`config.mk`:
```
export PLATFORM = sky130hd
export DESIGN_NAME = mmio_console
export DESIGN_NICKNAME = d
export VERILOG_FILES = /design/src/rtl/mmio_console_pkg.sv /design/src/rtl/con_bus_decode.sv /design/src/rtl/con_rx_unit.sv /design/src/rtl/con_tx_unit.sv /design/src/rtl/mmio_console.sv
export SDC_FILE = /design/constraint.sdc
export NUM_CORES = 1
export LEC_CHECK = 0
export ABC_AREA = 1
export CORE_MARGIN = 3
export CORE_UTILIZATION = 36
export DETAILED_ROUTE_END_ITERATION = 8
export GPL_ROUTABILITY_DRIVEN = 0
export PLACE_DENSITY = 0.86
export SETUP_SLACK_MARGIN = 0.1
export SYNTH_ARGS = -nofsm -noshare
export SYNTH_HDL_FRONTEND = slang
export SYNTH_SLANG_ARGS = --single-unit
export TNS_END_PERCENT = 5
```
`constraint.sdc`:
```
create_clock -name clk -period 3.75 [get_ports clk]
set_input_delay 0.75 -clock clk [delete_from_list [all_inputs] [get_ports clk]]
set_output_delay 0.75 -clock clk [all_outputs]
set_load 0.005 [all_outputs]
```
`src/rtl/mmio_console_pkg.sv`:
```
// Shared definitions for the polled console controller.
// Assumes 32-bit word registers laid out on 4-byte boundaries.
package mmio_console_pkg;
    typedef enum logic [1:0] {
        REG_RX_CTL = 2'd0,
        REG_RX_DAT = 2'd1,
        REG_TX_CTL = 2'd2,
        REG_TX_DAT = 2'd3
    } con_reg_e;

    localparam int NUM_REGS = 4;
    localparam int RDY_BIT  = 0;
    localparam int IE_BIT   = 1;
    localparam int OVR_BIT  = 2;
endpackage

```
`src/rtl/con_bus_decode.sv`:
```
// Address decode for the console window: produces one load strobe and one
// store strobe per register. Assumes word-aligned registers and that the
// window is aligned to its own size.
module con_bus_decode
    import mmio_console_pkg::*;
#(
    parameter int          ADDR_W = 32,
    parameter logic [31:0] BASE   = 32'hFFFF_0000
) (
    input  logic              bus_sel,
    input  logic              bus_we,
    input  logic [ADDR_W-1:0] bus_addr,
    output logic              hit,
    output con_reg_e          which,
    output logic [NUM_REGS-1:0] rd_stb,
    output logic [NUM_REGS-1:0] wr_stb
);
    localparam int SEL_W   = $clog2(NUM_REGS);
    localparam int WIN_LSB = SEL_W + 2;

    logic [ADDR_W-1:0] base_w;
    logic              unused_addr_bits;

    assign base_w           = ADDR_W'(BASE);
    assign unused_addr_bits = ^bus_addr[1:0];

    // window match and register index
    always_comb begin
        hit   = bus_sel && (bus_addr[ADDR_W-1:WIN_LSB] == base_w[ADDR_W-1:WIN_LSB]);
        which = con_reg_e'(bus_addr[WIN_LSB-1:2]);
    end

    // one strobe per register, per direction
    for (genvar g = 0; g < NUM_REGS; g++) begin : g_stb
        assign rd_stb[g] = hit && !bus_we && (which == con_reg_e'(g));
        assign wr_stb[g] = hit &&  bus_we && (which == con_reg_e'(g));
    end
endmodule

```
`src/rtl/con_rx_unit.sv`:
```
// Receive side: holds the last incoming character, its ready flag, the
// overrun flag and the interrupt enable. An arrival wins over a same-cycle
// read; the read then still counts as consuming the older byte.
module con_rx_unit #(
    parameter int CHAR_W = 8
) (
    input  logic              clk,
    input  logic              rst_n,
    input  logic              key_valid,
    input  logic [CHAR_W-1:0] key_byte,
    input  logic              rd_data,
    input  logic              wr_ctl,
    input  logic              ie_wr,
    output logic              ready,
    output logic              ovr,
    output logic              ie,
    output logic [CHAR_W-1:0] data
);
    // character, ready and overrun update
    always_ff @(posedge clk) begin
        if (!rst_n) begin
            ready <= 1'b0;
            ovr   <= 1'b0;
            data  <= '0;
        end else if (key_valid) begin
            data  <= key_byte;
            ready <= 1'b1;
            ovr   <= ready && !rd_data;
        end else if (rd_data) begin
            ready <= 1'b0;
            ovr   <= 1'b0;
        end
    end

    // interrupt enable written by a store to the status word
    always_ff @(posedge clk) begin
        if (!rst_n)      ie <= 1'b0;
        else if (wr_ctl) ie <= ie_wr;
    end


    key_sets_ready_chk: assert property (@(posedge clk) disable iff (!rst_n)
        key_valid |=> ready);

    read_clears_ready_chk: assert property (@(posedge clk) disable iff (!rst_n)
        rd_data && !key_valid |=> !ready && !ovr);

    overrun_sets_chk: assert property (@(posedge clk) disable iff (!rst_n)
        key_valid && ready && !rd_data |=> ovr);
endmodule

```
`src/rtl/con_tx_unit.sv`:
```
// Transmit side: accepts one character when ready, emits it as a one-cycle
// strobe and stays busy for TX_BUSY cycles. Stores made while busy are dropped.
module con_tx_unit #(
    parameter int CHAR_W  = 8,
    parameter int TX_BUSY = 6
) (
    input  logic              clk,
    input  logic              rst_n,
    input  logic              wr_data,
    input  logic [CHAR_W-1:0] wchar,
    input  logic              wr_ctl,
    input  logic              ie_wr,
    output logic              ready,
    output logic              ie,
    output logic              disp_valid,
    output logic [CHAR_W-1:0] disp_byte
);
    localparam int CNT_W = (TX_BUSY > 1) ? $clog2(TX_BUSY) : 1;
    localparam logic [CNT_W-1:0] CNT_LOAD = CNT_W'(TX_BUSY - 1);

    logic [CNT_W-1:0] cnt;
    logic             accept;

    assign accept = wr_data && ready;

    // busy counter and ready flag
    always_ff @(posedge clk) begin
        if (!rst_n) begin
            ready <= 1'b1;
            cnt   <= '0;
        end else if (accept) begin
            ready <= 1'b0;
            cnt   <= CNT_LOAD;
        end else if (!ready) begin
            if (cnt == '0) ready <= 1'b1;
            else           cnt   <= cnt - 1'b1;
        end
    end

    // outgoing character strobe
    always_ff @(posedge clk) begin
        if (!rst_n) begin
            disp_valid <= 1'b0;
            disp_byte  <= '0;
        end else begin
            disp_valid <= accept;
            if (accept) disp_byte <= wchar;
        end
    end

    // interrupt enable written by a store to the status word
    always_ff @(posedge clk) begin
        if (!rst_n)      ie <= 1'b0;
        else if (wr_ctl) ie <= ie_wr;
    end


    send_starts_chk: assert property (@(posedge clk) disable iff (!rst_n)
        wr_data && ready |=> disp_valid && !ready);

    busy_store_dropped_chk: assert property (@(posedge clk) disable iff (!rst_n)
        wr_data && !ready |=> !disp_valid);

    ready_after_count_chk: assert property (@(posedge clk) disable iff (!rst_n)
        $rose(ready) |-> $past(cnt) == '0);
endmodule

```
`src/rtl/mmio_console.sv`:
```
// Top of the polled console controller: decode, receive and transmit sides,
// read multiplexer and interrupt. Reads are combinational; side effects
// land on the clock edge ending the access cycle.
module mmio_console
    import mmio_console_pkg::*;
#(
    parameter int          ADDR_W  = 32,
    parameter int          DATA_W  = 32,
    parameter int          CHAR_W  = 8,
    parameter logic [31:0] BASE    = 32'hFFFF_0000,
    parameter int          TX_BUSY = 6
) (
    input  logic              clk,
    input  logic              rst_n,
    input  logic              bus_sel,
    input  logic              bus_we,
    input  logic [ADDR_W-1:0] bus_addr,
    input  logic [DATA_W-1:0] bus_wdata,
    output logic [DATA_W-1:0] bus_rdata,
    input  logic              key_valid,
    input  logic [CHAR_W-1:0] key_byte,
    output logic              disp_valid,
    output logic [CHAR_W-1:0] disp_byte,
    output logic              irq
);
    logic                hit;
    con_reg_e            which;
    logic [NUM_REGS-1:0] rd_stb, wr_stb;
    logic                rx_rdy, rx_ovr, rx_ie, tx_rdy, tx_ie;
    logic [CHAR_W-1:0]   rx_data;
    logic                unused_wdata;

    assign unused_wdata = ^{bus_wdata[DATA_W-1:CHAR_W], bus_wdata[0]};

    con_bus_decode #(.ADDR_W(ADDR_W), .BASE(BASE)) u_dec (
        .bus_sel(bus_sel), .bus_we(bus_we), .bus_addr(bus_addr),
        .hit(hit), .which(which), .rd_stb(rd_stb), .wr_stb(wr_stb)
    );

    con_rx_unit #(.CHAR_W(CHAR_W)) u_rx (
        .clk(clk), .rst_n(rst_n),
        .key_valid(key_valid), .key_byte(key_byte),
        .rd_data(rd_stb[REG_RX_DAT]), .wr_ctl(wr_stb[REG_RX_CTL]),
        .ie_wr(bus_wdata[IE_BIT]),
        .ready(rx_rdy), .ovr(rx_ovr), .ie(rx_ie), .data(rx_data)
    );

    con_tx_unit #(.CHAR_W(CHAR_W), .TX_BUSY(TX_BUSY)) u_tx (
        .clk(clk), .rst_n(rst_n),
        .wr_data(wr_stb[REG_TX_DAT]), .wchar(bus_wdata[CHAR_W-1:0]),
        .wr_ctl(wr_stb[REG_TX_CTL]), .ie_wr(bus_wdata[IE_BIT]),
        .ready(tx_rdy), .ie(tx_ie),
        .disp_valid(disp_valid), .disp_byte(disp_byte)
    );

    // read multiplexer, zero outside the window and on stores
    always_comb begin
        bus_rdata = '0;
        if (hit && !bus_we) begin
            unique case (which)
                REG_RX_CTL: begin
                    bus_rdata[RDY_BIT] = rx_rdy;
                    bus_rdata[IE_BIT]  = rx_ie;
                    bus_rdata[OVR_BIT] = rx_ovr;
                end
                REG_RX_DAT: bus_rdata[CHAR_W-1:0] = rx_data;
                REG_TX_CTL: begin
                    bus_rdata[RDY_BIT] = tx_rdy;
                    bus_rdata[IE_BIT]  = tx_ie;
                end
                REG_TX_DAT: bus_rdata = '0;
            endcase
        end
    end

    // level interrupt from both sides
    assign irq = (rx_rdy && rx_ie) || (tx_rdy && tx_ie);


    irq_source_chk: assert property (@(posedge clk) disable iff (!rst_n)
        irq |-> (rx_rdy || tx_rdy));

    miss_no_effect_chk: assert property (@(posedge clk) disable iff (!rst_n)
        !hit && !key_valid && tx_rdy |=> $stable(rx_rdy) && $stable(rx_data) && !disp_valid);
endmodule

```
==> impl_metrics.yaml <==
critical_path:
  crit_required_ns: 3.00
  worstPathCellList: "clkdlybuf4s50_1, nor3b_1, nand2_1, nor2_1, nand3_1, inv_1, nand2_1, nor2_1, clkdlybuf4s50_1"
  r2r-start: "u_tx.cnt[0]"
  path_class: "in -> out"
  startpoint_type: "primary input"
  cp_slowest_stage_delay_ns: 0.50
  critPathTopFamily: "buffers and inverters"
  worstPathArrival_ns: 2.69
  critPathLaunch: "bus_sel"
  crit_fanout: 5
  cp_slowest_cell: "clkdlybuf4s50_1"
  path_buf_inv: 3
  endpoint_kind: "primary output"
synthesis:
  synth_top_area_cell: "dfxtp_1"
  netlist_instances: 235
  synth_seq_cells: 25
  ys.flop_type: "dfxtp_1"
  syn_area_mm2: 0.00153
  yosysUniqueCellTypes: 23
  ys_seq_area_share_pct: 32.8
  synthArstFlopShare_pct: 0
  synthTopCellsByArea: "dfxtp_1, nand2_1, buf_4"
  synth.avg_cell_area_um2: 6.49
  synth_commonest_cells: "nand2_1, nor2_1, inv_1, dfxtp_1, buf_4"
  synth_edf_count: 0
  yosysWarnings: 0
  synth_top_area_share_pct: 32.8
  yosysMostFrequentCell: "nand2_1"
clocking:
  cts_sinks: 25
  cts_buffers: 3
  cts_tree: "yes"
  cts_resized: 0
  clk_path_buf_depth: 2
  clockRootBuffer: "clkbuf_8"
  clk_latency_ns: 0.26
  cts_max_level: 1
  hold_buffers: 0
  clk_pin_slew_worst_paths_ns: 0.08
  cts_setup_buffers: 0
cells_and_area:
  fin_area_mm2: 0.00220
  layout-drive-gt1-share_pct: 3.63
  diodes: 0
  final_nets: 383
  syn2layout_area_growth_pct: 44.5
sta:
  fmax_ghz: 0.290
  fin_crit_ns: 3.44
  hold_violations: 0
  tns_ns: 0
  final_max_slew_viol_count: 0
  clock-skew-final_ns: 0.00184
  setup_violations: 0
  finalCritPeriodShare_pct: 91.9
  rsz0062_at_grt: "false"
detailed_routing:
  drc_errors: 0
  dr.first_iter.drc_count: 58
  routedWlPerCell_um: 10.2
  drtAntennaViolNets: 0
  num_vias: 1549
  drtPass1Iterations: 4
  wl_mm: 3.60
  avgViaCountPerCell: 4.39
pwr:
  seqPwrFrac_pct: 52.2
  p_sw_mw: 0.122
  combPwrFrac_pct: 18.7
  internal_power_mw: 0.406
  ir_drop_mv: 0.281
  switching_share_pct: 23.2
  clkPwrFrac_pct: 29.1
  p_leak_nw: 0.985
  powerDensity_mw_per_mm2: 240
floorplan:
  core_area_mm2: 0.00406
  ioPinCount: 119
  dieArea_mm2: 0.00505
  initial_core_util_pct: 37.6
  row_count: 23
  die_x_um: 71.1
  die_h_um: 71.1
place:
  dpl_cell_area_mm2: 0.00216
  port_buffers: 68
  dp_hpwl_mm: 2.97
global_route:
  track_usage_pct: 14.6
  grt_pass1_vias: 1409
  grt_pass1_wl_mm: 5.98
  antenna_found_initial: 0
  grt_overflow_total: 0
  grt_max_degree: 23
status:
  status: "finished, final reports clean"
job:
  drv_cap: 0
worst_hold_path:
  hp-start: "u_rx.data[6]"
  hold_path_class: "reg -> reg"
==> worst paths after layout <==
check / endpoint / slack [ns] / cells after the start
worst min register to register: u_rx.data[6] / 0.46 / 2
worst min-delay path: u_rx.data[6] / 0.46 / 2
worst max-delay path: bus_rdata[3] / 0.31 / 9
worst max register to register: u_tx.cnt[1] / 2.39 / 7
==> cells by family (layout without fill, tap and decap cells) <==
group,Yosys count,count (layout),share of synthesized area (%)
adder cells (fa/ha/maj),2,2,1.64
flip-flops,25,25,32.8
other,1,24,0.246
AND/OR/NAND/NOR,121,121,34.9
AO/OA/AOI/OAI,28,28,9.76
buffers and inverters,58,103,20.7
==> power by group through the flow <==
| stage | logic [mW] | clock network [mW] | registers [mW] |
|---|---|---|---|
| 5_1_grt | 0.111 | 0.173 | 0.277 |
| 2_1_floorplan | 0.0529 | 0 | 0.281 |
| 3_3_place_gp | 0.0965 | 0 | 0.282 |
| 6_report | 0.0987 | 0.154 | 0.276 |
| 4_1_cts | 0.0989 | 0.164 | 0.276 |
| 3_5_place_dp | 0.0985 | 0 | 0.282 |
==> placed cells by master, fill, tap and decap left out <==
cell              n
a21oi_1          11
and3_2            1
buf_4             1
clkbuf_1          1
clkbuf_8          3
clkdlybuf4s50_1  68
conb_1           24
dfxtp_1          25
ha_1              2
inv_1            30
nand2_1          56
nand3_1          16
nand4_1           3
nand4_4           1
nor2_1           36
nor2_2            2
nor2_4            1
nor3_1            2
nor3_2            1
nor3b_1           2
o21ai_0          15
o22ai_1           1
o22ai_2           1
==> state kept, by name, indices dropped and copies added, names as in the netlist <==
| name | flops |
|---|---|
| u_tx.ie | 1 |
| u_tx.disp_byte | 8 |
| u_rx.data | 8 |
| u_tx.disp_valid | 1 |
| u_tx.cnt | 3 |
| u_rx.ready | 1 |
| u_rx.ie | 1 |
| u_rx.ovr | 1 |
| u_tx.ready | 1 |
==> layout make-up <==
cell class / count / area [µm²]
timing repair buffer: 69 / 688
tap: 50 / 62.6
clock buffer: 4 / 45.0
inverter: 30 / 113
sequential: 25 / 500
multi-input combinational: 175 / 796
fill: 402 / 1850
==> metal layers <==
metal | vias up | global-route usage (%) | wire length, µm | share of wire (%)
met5 | - | 0 | 0 | 0
met4 | 0 | 2.71 | 43 | 1.2
met3 | 4 | 4.69 | 268 | 7.4
met2 | 62 | 24.3 | 1680 | 47
met1 | 660 | 18.6 | 1610 | 45
li1 | 823 | - | - | -
==> worst register-to-register path: stages (launching register included) <==
cell     delay, ns
dfxtp_1       0.31
inv_1         0.07
ha_1          0.20
a21oi_1       0.22
inv_1         0.13
nand2_1       0.07
o21ai_0       0.07
and3_2        0.20
==> per-stage QoR <==
step	setup slack [ns]	power [mW]	util, %	std cells	hold WS, ns
after floorplan	1.48	0.334	-	258	0.434
after CTS	0.299	0.539	54.3	353	0.462
after global routing	0.102	0.560	54.3	353	0.486
final	0.305	0.528	54.3	353	0.460
after detailed placement	0.303	0.380	53.2	349	0.451
after global placement	0.365	0.378	53.2	349	0.441
Power figures use the tool's default switching activity.
